$ cat config.mk
export PLATFORM = sky130hd
export DESIGN_NAME = irq_pend_mask_ctrl
export DESIGN_NICKNAME = d
export VERILOG_FILES = /design/src/rtl/irqc_pkg.sv /design/src/rtl/irqc_decode.sv /design/src/rtl/irqc_regs.sv /design/src/rtl/irqc_level.sv /design/src/rtl/irq_pend_mask_ctrl.sv
export SDC_FILE = /design/constraint.sdc
export NUM_CORES = 1
export LEC_CHECK = 0
export ABC_CLOCK_PERIOD_IN_PS = 3700
export BUFFER_PORTS_ARGS = -buffer_cell sky130_fd_sc_hd__buf_2
export CAP_MARGIN = 20
export CELL_PAD_IN_SITES_DETAIL_PLACEMENT = 0
export CELL_PAD_IN_SITES_GLOBAL_PLACEMENT = 2
export CORE_ASPECT_RATIO = 0.6
export CORE_MARGIN = 2
export CORE_UTILIZATION = 26
export CTS_CLUSTER_SIZE = 16
export DETAILED_ROUTE_END_ITERATION = 12
export GPL_ROUTABILITY_DRIVEN = 0
export HOLD_SLACK_MARGIN = 0.06
export PLACE_DENSITY = 0.94
export REMOVE_ABC_BUFFERS = 1
export SLEW_MARGIN = 20
export SYNTH_ARGS = -nofsm -noshare
export SYNTH_HDL_FRONTEND = slang
export SYNTH_SLANG_ARGS = --single-unit
$ cat constraint.sdc
create_clock -name clk -period 3.7 [get_ports clk]
set_input_delay 0.185 -clock clk [delete_from_list [all_inputs] [get_ports clk]]
set_output_delay 0.185 -clock clk [all_outputs]
set_load 0.05 [all_outputs]
$ cat src/rtl/irqc_pkg.sv
package irqc_pkg;
    // access strobes produced by the address decoder
    typedef struct packed {
        logic wr_pend;
        logic wr_mask;
        logic rd_pend;
        logic rd_mask;
    } irqc_acc_t;
endpackage

$ cat src/rtl/irqc_decode.sv
module irqc_decode
    import irqc_pkg::*;
#(
    parameter int ADDR_W = 12,
    parameter logic [ADDR_W-1:0] PEND_OFS = 'h070,
    parameter logic [ADDR_W-1:0] MASK_OFS = 'h074
) (
    input  logic              sel,
    input  logic              wr,
    input  logic [ADDR_W-1:0] addr,
    output irqc_acc_t         acc
);
    logic hit_pend;
    logic hit_mask;

    always_comb begin
        hit_pend    = sel && (addr == PEND_OFS);
        hit_mask    = sel && (addr == MASK_OFS);
        acc.wr_pend = hit_pend && wr;
        acc.wr_mask = hit_mask && wr;
        acc.rd_pend = hit_pend && !wr;
        acc.rd_mask = hit_mask && !wr;
    end
endmodule

$ cat src/rtl/irqc_regs.sv
module irqc_regs
    import irqc_pkg::*;
#(
    parameter int NUM_SRC = 16
) (
    input  logic               clk,
    input  logic               rst_n,
    input  irqc_acc_t          acc,
    input  logic [NUM_SRC-1:0] wval,
    input  logic [NUM_SRC-1:0] hw_req,
    output logic [NUM_SRC-1:0] pend_q,
    output logic [NUM_SRC-1:0] mask_q
);
    typedef struct packed {
        logic [NUM_SRC-1:0] pend;
        logic [NUM_SRC-1:0] mask;
    } regs_t;

    regs_t st_d;
    regs_t st_q;

    always_comb begin
        st_d = st_q;
        // acknowledge: AND the written word into the pending bits
        if (acc.wr_pend) begin
            st_d.pend = st_q.pend & wval;
        end
        // new requests are merged last so a set beats a same-cycle clear
        st_d.pend = st_d.pend | hw_req;
        if (acc.wr_mask) begin
            st_d.mask = wval;
        end
    end

    always_ff @(posedge clk) begin
        if (!rst_n) begin
            st_q <= '0;
        end else begin
            st_q <= st_d;
        end
    end

    assign pend_q = st_q.pend;
    assign mask_q = st_q.mask;
endmodule

$ cat src/rtl/irqc_level.sv
module irqc_level #(
    parameter int NUM_SRC = 16
) (
    input  logic [NUM_SRC-1:0] pend,
    input  logic [NUM_SRC-1:0] mask,
    output logic               irq
);
    logic [NUM_SRC-1:0] live;

    for (genvar i = 0; i < NUM_SRC; i++) begin : g_src
        assign live[i] = pend[i] & mask[i];
    end

    assign irq = |live;
endmodule

$ cat src/rtl/irq_pend_mask_ctrl.sv
module irq_pend_mask_ctrl
    import irqc_pkg::*;
#(
    parameter int NUM_SRC = 16,
    parameter int ADDR_W  = 12,
    parameter int DATA_W  = 32,
    parameter logic [ADDR_W-1:0] PEND_OFS = 'h070,
    parameter logic [ADDR_W-1:0] MASK_OFS = 'h074
) (
    input  logic               clk,
    input  logic               rst_n,
    input  logic               bus_sel,
    input  logic               bus_wr,
    input  logic [ADDR_W-1:0]  bus_addr,
    input  logic [DATA_W-1:0]  bus_wdata,
    output logic [DATA_W-1:0]  bus_rdata,
    input  logic [NUM_SRC-1:0] hw_req,
    output logic               cpu_irq
);
    // NUM_SRC must stay below DATA_W: the upper write bits are padding
    localparam int PAD_W = DATA_W - NUM_SRC;

    irqc_acc_t          acc;
    logic [NUM_SRC-1:0] pend_q;
    logic [NUM_SRC-1:0] mask_q;
    logic               unused_wdata_hi;

    assign unused_wdata_hi = ^bus_wdata[DATA_W-1:NUM_SRC];

    irqc_decode #(
        .ADDR_W  (ADDR_W),
        .PEND_OFS(PEND_OFS),
        .MASK_OFS(MASK_OFS)
    ) u_dec (
        .sel (bus_sel),
        .wr  (bus_wr),
        .addr(bus_addr),
        .acc (acc)
    );

    irqc_regs #(
        .NUM_SRC(NUM_SRC)
    ) u_regs (
        .clk   (clk),
        .rst_n (rst_n),
        .acc   (acc),
        .wval  (bus_wdata[NUM_SRC-1:0]),
        .hw_req(hw_req),
        .pend_q(pend_q),
        .mask_q(mask_q)
    );

    irqc_level #(
        .NUM_SRC(NUM_SRC)
    ) u_lvl (
        .pend(pend_q),
        .mask(mask_q),
        .irq (cpu_irq)
    );

    // read return: zero-extended register value, no side effects
    always_comb begin
        bus_rdata = '0;
        if (acc.rd_pend) begin
            bus_rdata = {{PAD_W{1'b0}}, pend_q};
        end else if (acc.rd_mask) begin
            bus_rdata = {{PAD_W{1'b0}}, mask_q};
        end
    end
endmodule

==> flow_summary.ini, run 1 <==
[synth]
yosys_warnings = 0
synth_flop_cell = dfxtp_1
seq_area_frac_synth_pct = 36.0
ys_top_cells_by_count = 33 x nand2_1, 32 x dfxtp_1, 32 x mux2i_1, 22 x nor2_1
synth.distinct_cells = 23
synth_area_leaders = dfxtp_1 36%, mux2i_1 18%, nand2_1 7.0%
synth_edf_count = 0
async_reset_ff_share_pct = 0
ys_ff_latch = 32
netlist_instances = 205
synth.avg_cell_area_um2 = 8.69
synth_top_area_share_pct = 36.0
synth.most_common_cell = nand2_1
yosys.area.top_type = dfxtp_1
synthesis.area_mm2 = 0.00178

[sta]
fin_tns_setup_ps = 0
relSlewSlack_pct = 44.7
grt_setup_unrepaired = no
slew_violations = 0
clock.fmax_mhz = 446
finalSetupViolCount = 0
skew_ps = 0
finalCritPeriodShare_pct = 60.7
whs_ps = 175
hold_viol = 0
min_period_ps = 2240
worst_pin_slew_ps = 823

[setup_path]
critPathKind = in -> out
critPathCaptureType = output pin
r2r_slack_ps = 3010
crit_path_start = bus_addr[3]
crit_chain = buf_2 -> or4b_4 -> or4_1 -> buf_4 -> nor2_1 -> buf_2
cp-endpoint = bus_rdata[15]
reg2reg_from = u_regs.pend_q[12]
critPathMaxFanout = 16
slowest_delay_ps = 570
reg2reg_depth = 2
start_kind = primary input
cp_common_cell = buf_2
worst_ep_arrival_time_ps = 2060
worst-path-buf-inv = 3
cpLargestDelayFamily = simple AND/OR/NAND/NOR gates
cp_num_cells = 6
rr_endpoint = u_regs.pend_q[12]
slowest_stage = or4b_4
worstPathRequired_ps = 3510

[final_layout]
fin_util_pct = 33.9
area_delta_synth_final_pct = 26.6
layout.cells.non_filler = 355
multiInputGateArea_mm2 = 0.00101
drive_above_1_share_pct = 32.8
seqCellArea_um2 = 641
antennaDiodeCount = 0
n_fill_cell = 698
final_nets = 331

[place]
dpl.hpwl_mm = 3.28
io_buffer_count = 64
dp_cells = 347

[clocking]
cts_hold_buffers = 0
cts_setup_buffers = 0
cts_root_buffer = clkbuf_16
cts.sinks = 32
cts_buffers = 5
cts_tree = yes
path_clk_slew_ps = 50
ctsHtreeMaxLevel = 2
clockBufferDepth = 2
postCtsResizedCells = 0
clk_latency_ps = 270

[detailed_routing]
wl_met1_mm = 2.28
dr_wl_met2_mm = 1.83
dr_wl_met3_um = 341
routedWlPerCell_um = 12.5
num_vias = 1495
detail-route-antenna-nets = 0
post-route-drc-count = 0
drt-total-wl_mm = 4.45
routed.top_layer = met3
firstDrtPassIters = 4
vias_per_cell = 4.21
drt_iter0_drc = 52

[job]
cap_violations = 0

[die]
rows = 23
die_y_um = 68.1
start_util_pct = 26.8
io_pins = 97
core_area_mm2 = 0.00665
die_area_mm2 = 0.00755
die_w_um = 111

[global_route]
grt_overflow = 0
grt_max_degree = 49
grtUsageTotal_pct = 11.8
antenna_found_initial = 0
grt_pass1_vias = 1392
grt_pass1_wl_mm = 7.01

[min_path]
hold_path.class = in -> reg
holdPathStages = 3

[outcome]
status = finished, final reports clean

[pwr]
irDropWorstVdd_mv = 0.149
leakage_uw = 0.000984
power.density_mw_per_mm2 = 391
## sequential cells by signal (all words and copies together), names as in the netlist
register,flops
u_regs.mask_q,16
u_regs.pend_q,16
## power by group
group	switching, µW	internal, µW	total [µW]	leakage [µW]
Combinational	74.9	35.0	110	0.000644
Clock	140	265	404	0.0000766
Sequential	10.1	358	368	0.000263
Total	225	657	882	0.000984
## tightest hold or removal path: cells and delay by family
family / cells / cell delay, ps
simple gates: 1 / 50
buf+inv: 1 / 110
mux: 1 / 50
## through the flow
stage | setup slack, ps | area, µm² | power, µW
6_report | 1460 | 2250 | 882
3_5_place_dp | 1420 | 2110 | 485
2_1_floorplan | 985 | 1650 | 438
4_1_cts | 1440 | 2250 | 897
3_3_place_gp | 1440 | 2110 | 484
5_1_grt | 1390 | 2250 | 926
## cell families (layout without fill, tap and decap cells)
kind of cell    Yosys count  in the layout  share of synthesized area (%)
flops                    32             32                           36.0
compound gates           40             40                           12.9
buf+inv                  27             75                           10.3
simple gates             73             73                           22.6
mux                      32             32                           18.0
other cells               1             16                          0.211
## metal layers
layer  global-route usage [%]  vias up
met3                     5.14        0
met1                     16.1      651
li1                         -      801
met4                     1.41        0
met5                        0        -
met2                     17.9       43
## worst min path at each step
stage | startpoint | endpoint | slack, ps
finish | bus_wdata[1] | u_regs.mask_q[1] | 180
global route | bus_wdata[1] | u_regs.mask_q[1] | 170
CTS | bus_wdata[1] | u_regs.mask_q[1] | 170
detailed placement | bus_wdata[1] | u_regs.mask_q[1] | 460
global placement | hw_req[3] | u_regs.pend_q[3] | 450
floorplan | rst_n | u_regs.pend_q[0] | 320
## cell type report
class                   count  share of cell area [%]
clock buffers               6                    6.16
flip-flops and latches     32                    28.4
repair buffers             67                    15.2
multi-input cells         161                    45.0
clock inverters             2                   0.444
well taps                  87                    4.83
## layout by cell type, fill, tap and decap left out
cell type	n
nand4_1	1
nor4_4	1
clkinv_2	2
dfxtp_1	32
conb_1	16
clkbuf_8	1
buf_4	3
nor4_2	1
clkbuf_16	5
a21oi_1	16
nand2b_1	1
mux2i_1	32
buf_2	64
nand4b_1	1
a221oi_1	4
nor2_1	22
a22o_1	4
nor2_4	10
or4_1	2
or4b_4	1
nand2_1	33
o21ai_0	16
Power figures use the tool's default switching activity.
==> inputs of run 2 (changes only) <==
Settings changed: ABC_CLOCK_PERIOD_IN_PS 3700 to 2000, CORE_UTILIZATION 26 to 21, PLACE_DENSITY 0.94 to 0.83.
Clock period 3.7 ns to 2 ns, I/O delays scaled along.
==> flow_summary.ini, run 2 (synthesis gave the netlist of run 1 again) <==
[min_path]
holdPathStages = 3
hold_path.class = in -> reg

[sta]
skew_ps = 0
finalCritPeriodShare_pct = 96.1
grt_setup_unrepaired = no
relSlewSlack_pct = 62.9
whs_ps = 82.3
worst_pin_slew_ps = 557
clock.fmax_mhz = 520
finalSetupViolCount = 0
slew_violations = 0
min_period_ps = 1920
layout_setup_ws_ps = 77.1
hold_viol = 0

[setup_path]
worstPathRequired_ps = 1900
critPathMaxFanout = 9
cpLargestDelayFamily = simple AND/OR/NAND/NOR gates
reg2reg_depth = 2
start_kind = primary input
crit_chain = buf_2 -> or4b_4 -> or4_4 -> buf_6 -> nor2_1 -> buf_6
critPathKind = in -> out
slowest_stage = or4_4
worst-path-buf-inv = 3
cp_num_cells = 6
worst_ep_arrival_time_ps = 1820
critPathCaptureType = output pin
slowest_delay_ps = 560
cp_common_cell = buf_6

[pwr]
swShare_pct = 25.4
power.density_mw_per_mm2 = 680
leakage_uw = 0.00103
switchingPower_uw = 419
pwr-share-seq_pct = 41.4
comb_power_share_pct = 13.0
power.share.clock_pct = 45.7
irDropWorstVdd_mv = 0.245
power.internal_uw = 1230

[clocking]
cts.sinks = 32
cts_buffers = 5
path_clk_slew_ps = 50
cts_root_buffer = clkbuf_16
clockBufferDepth = 2
clk_latency_ps = 270
ctsHtreeMaxLevel = 2
cts_tree = yes
cts_setup_buffers = 0

[final_layout]
seqCellArea_um2 = 641
antennaDiodeCount = 0
final_common_cell = buf_2
final_cell_mix = 48 x buf_2, 33 x nand2_1, 32 x mux2i_1, 32 x dfxtp_1, 21 x nor2_1
final_nets = 337
drive_above_1_share_pct = 34.3
fin_util_pct = 30.1
area_delta_synth_final_pct = 36.1
multiInputGateArea_mm2 = 0.00103
n_fill_cell = 864

[die]
die_w_um = 123
start_util_pct = 22.1
die_area_mm2 = 0.00926
core_area_mm2 = 0.00804
rows = 25
die_y_um = 75.3
io_pins = 97

[detailed_routing]
routedWlPerCell_um = 12.6
drt_iter0_drc = 69
num_vias = 1551
firstDrtPassIters = 4
detail-route-antenna-nets = 0
post-route-drc-count = 0
vias_per_cell = 4.06
drt-total-wl_mm = 4.81

[global_route]
grt_pass1_wl_mm = 7.53
grt_overflow = 0
antenna_found_initial = 0
grtUsageTotal_pct = 10.8
grt_max_degree = 49
grt_pass1_vias = 1527

[outcome]
status = finished, final reports clean

[place]
dpl.hpwl_mm = 3.60
place_ws_ps = -50.8
io_buffer_count = 64

[job]
cap_violations = 0
[run 2: final cells by class]
cell class,instances,share of cell area (%)
multi-input combinational,161,42.5
clock buffer,8,6.04
timing repair buffer,73,19.5
sequential,32,26.4
tap,108,5.58
[run 2: layer usage]
metal | wire length (µm) | track usage [%]
met5 | 0 | 0
met4 | 37 | 3.07
met3 | 385 | 4.57
met2 | 1900 | 15.7
met1 | 2490 | 14.8
[run 2: timing repair]
action | in CTS | in global routing
endpoints found under the setup margin | 16 | 7
hold endpoints to repair | 0 | 0
hold buffers | 0 | 0
gates resized for setup | 17 | 6
[run 2: worst reg2reg max path, cell delays in order, from the launching register on]
cell and delay [ps]:
dfxtp_1 330, o21ai_0 190, a21oi_1 50
[run 2: path summary, 6_finish.rpt]
path / from / slack [ps] / to
max: bus_addr[3] / 80 / bus_rdata[2]
min: bus_wdata[7] / 80 / u_regs.mask_q[7]
max reg2reg: u_regs.pend_q[6] / 1320 / u_regs.pend_q[6]
min reg2reg: u_regs.mask_q[1] / 470 / u_regs.mask_q[1]
[run 2: power by group through the flow]
stage	Sequential (µW)	Clock, µW	Combinational [µW]
after detailed placement	693	0	213
after global placement	693	0	212
after floorplan	686	0	124
final	681	752	214
after global routing	683	804	235
after CTS	680	778	214
[run 2: through the flow]
stage | total power (µW) | cell area [µm²] | instances | TNS, ps
final | 1650 | 2420 | 382 | 0
after global routing | 1720 | 2420 | 382 | 0
after CTS | 1670 | 2400 | 382 | 0
after detailed placement | 906 | 2210 | 374 | -298
after global placement | 904 | 2210 | 374 | -32.4
after floorplan | 810 | 1650 | 193 | -4880
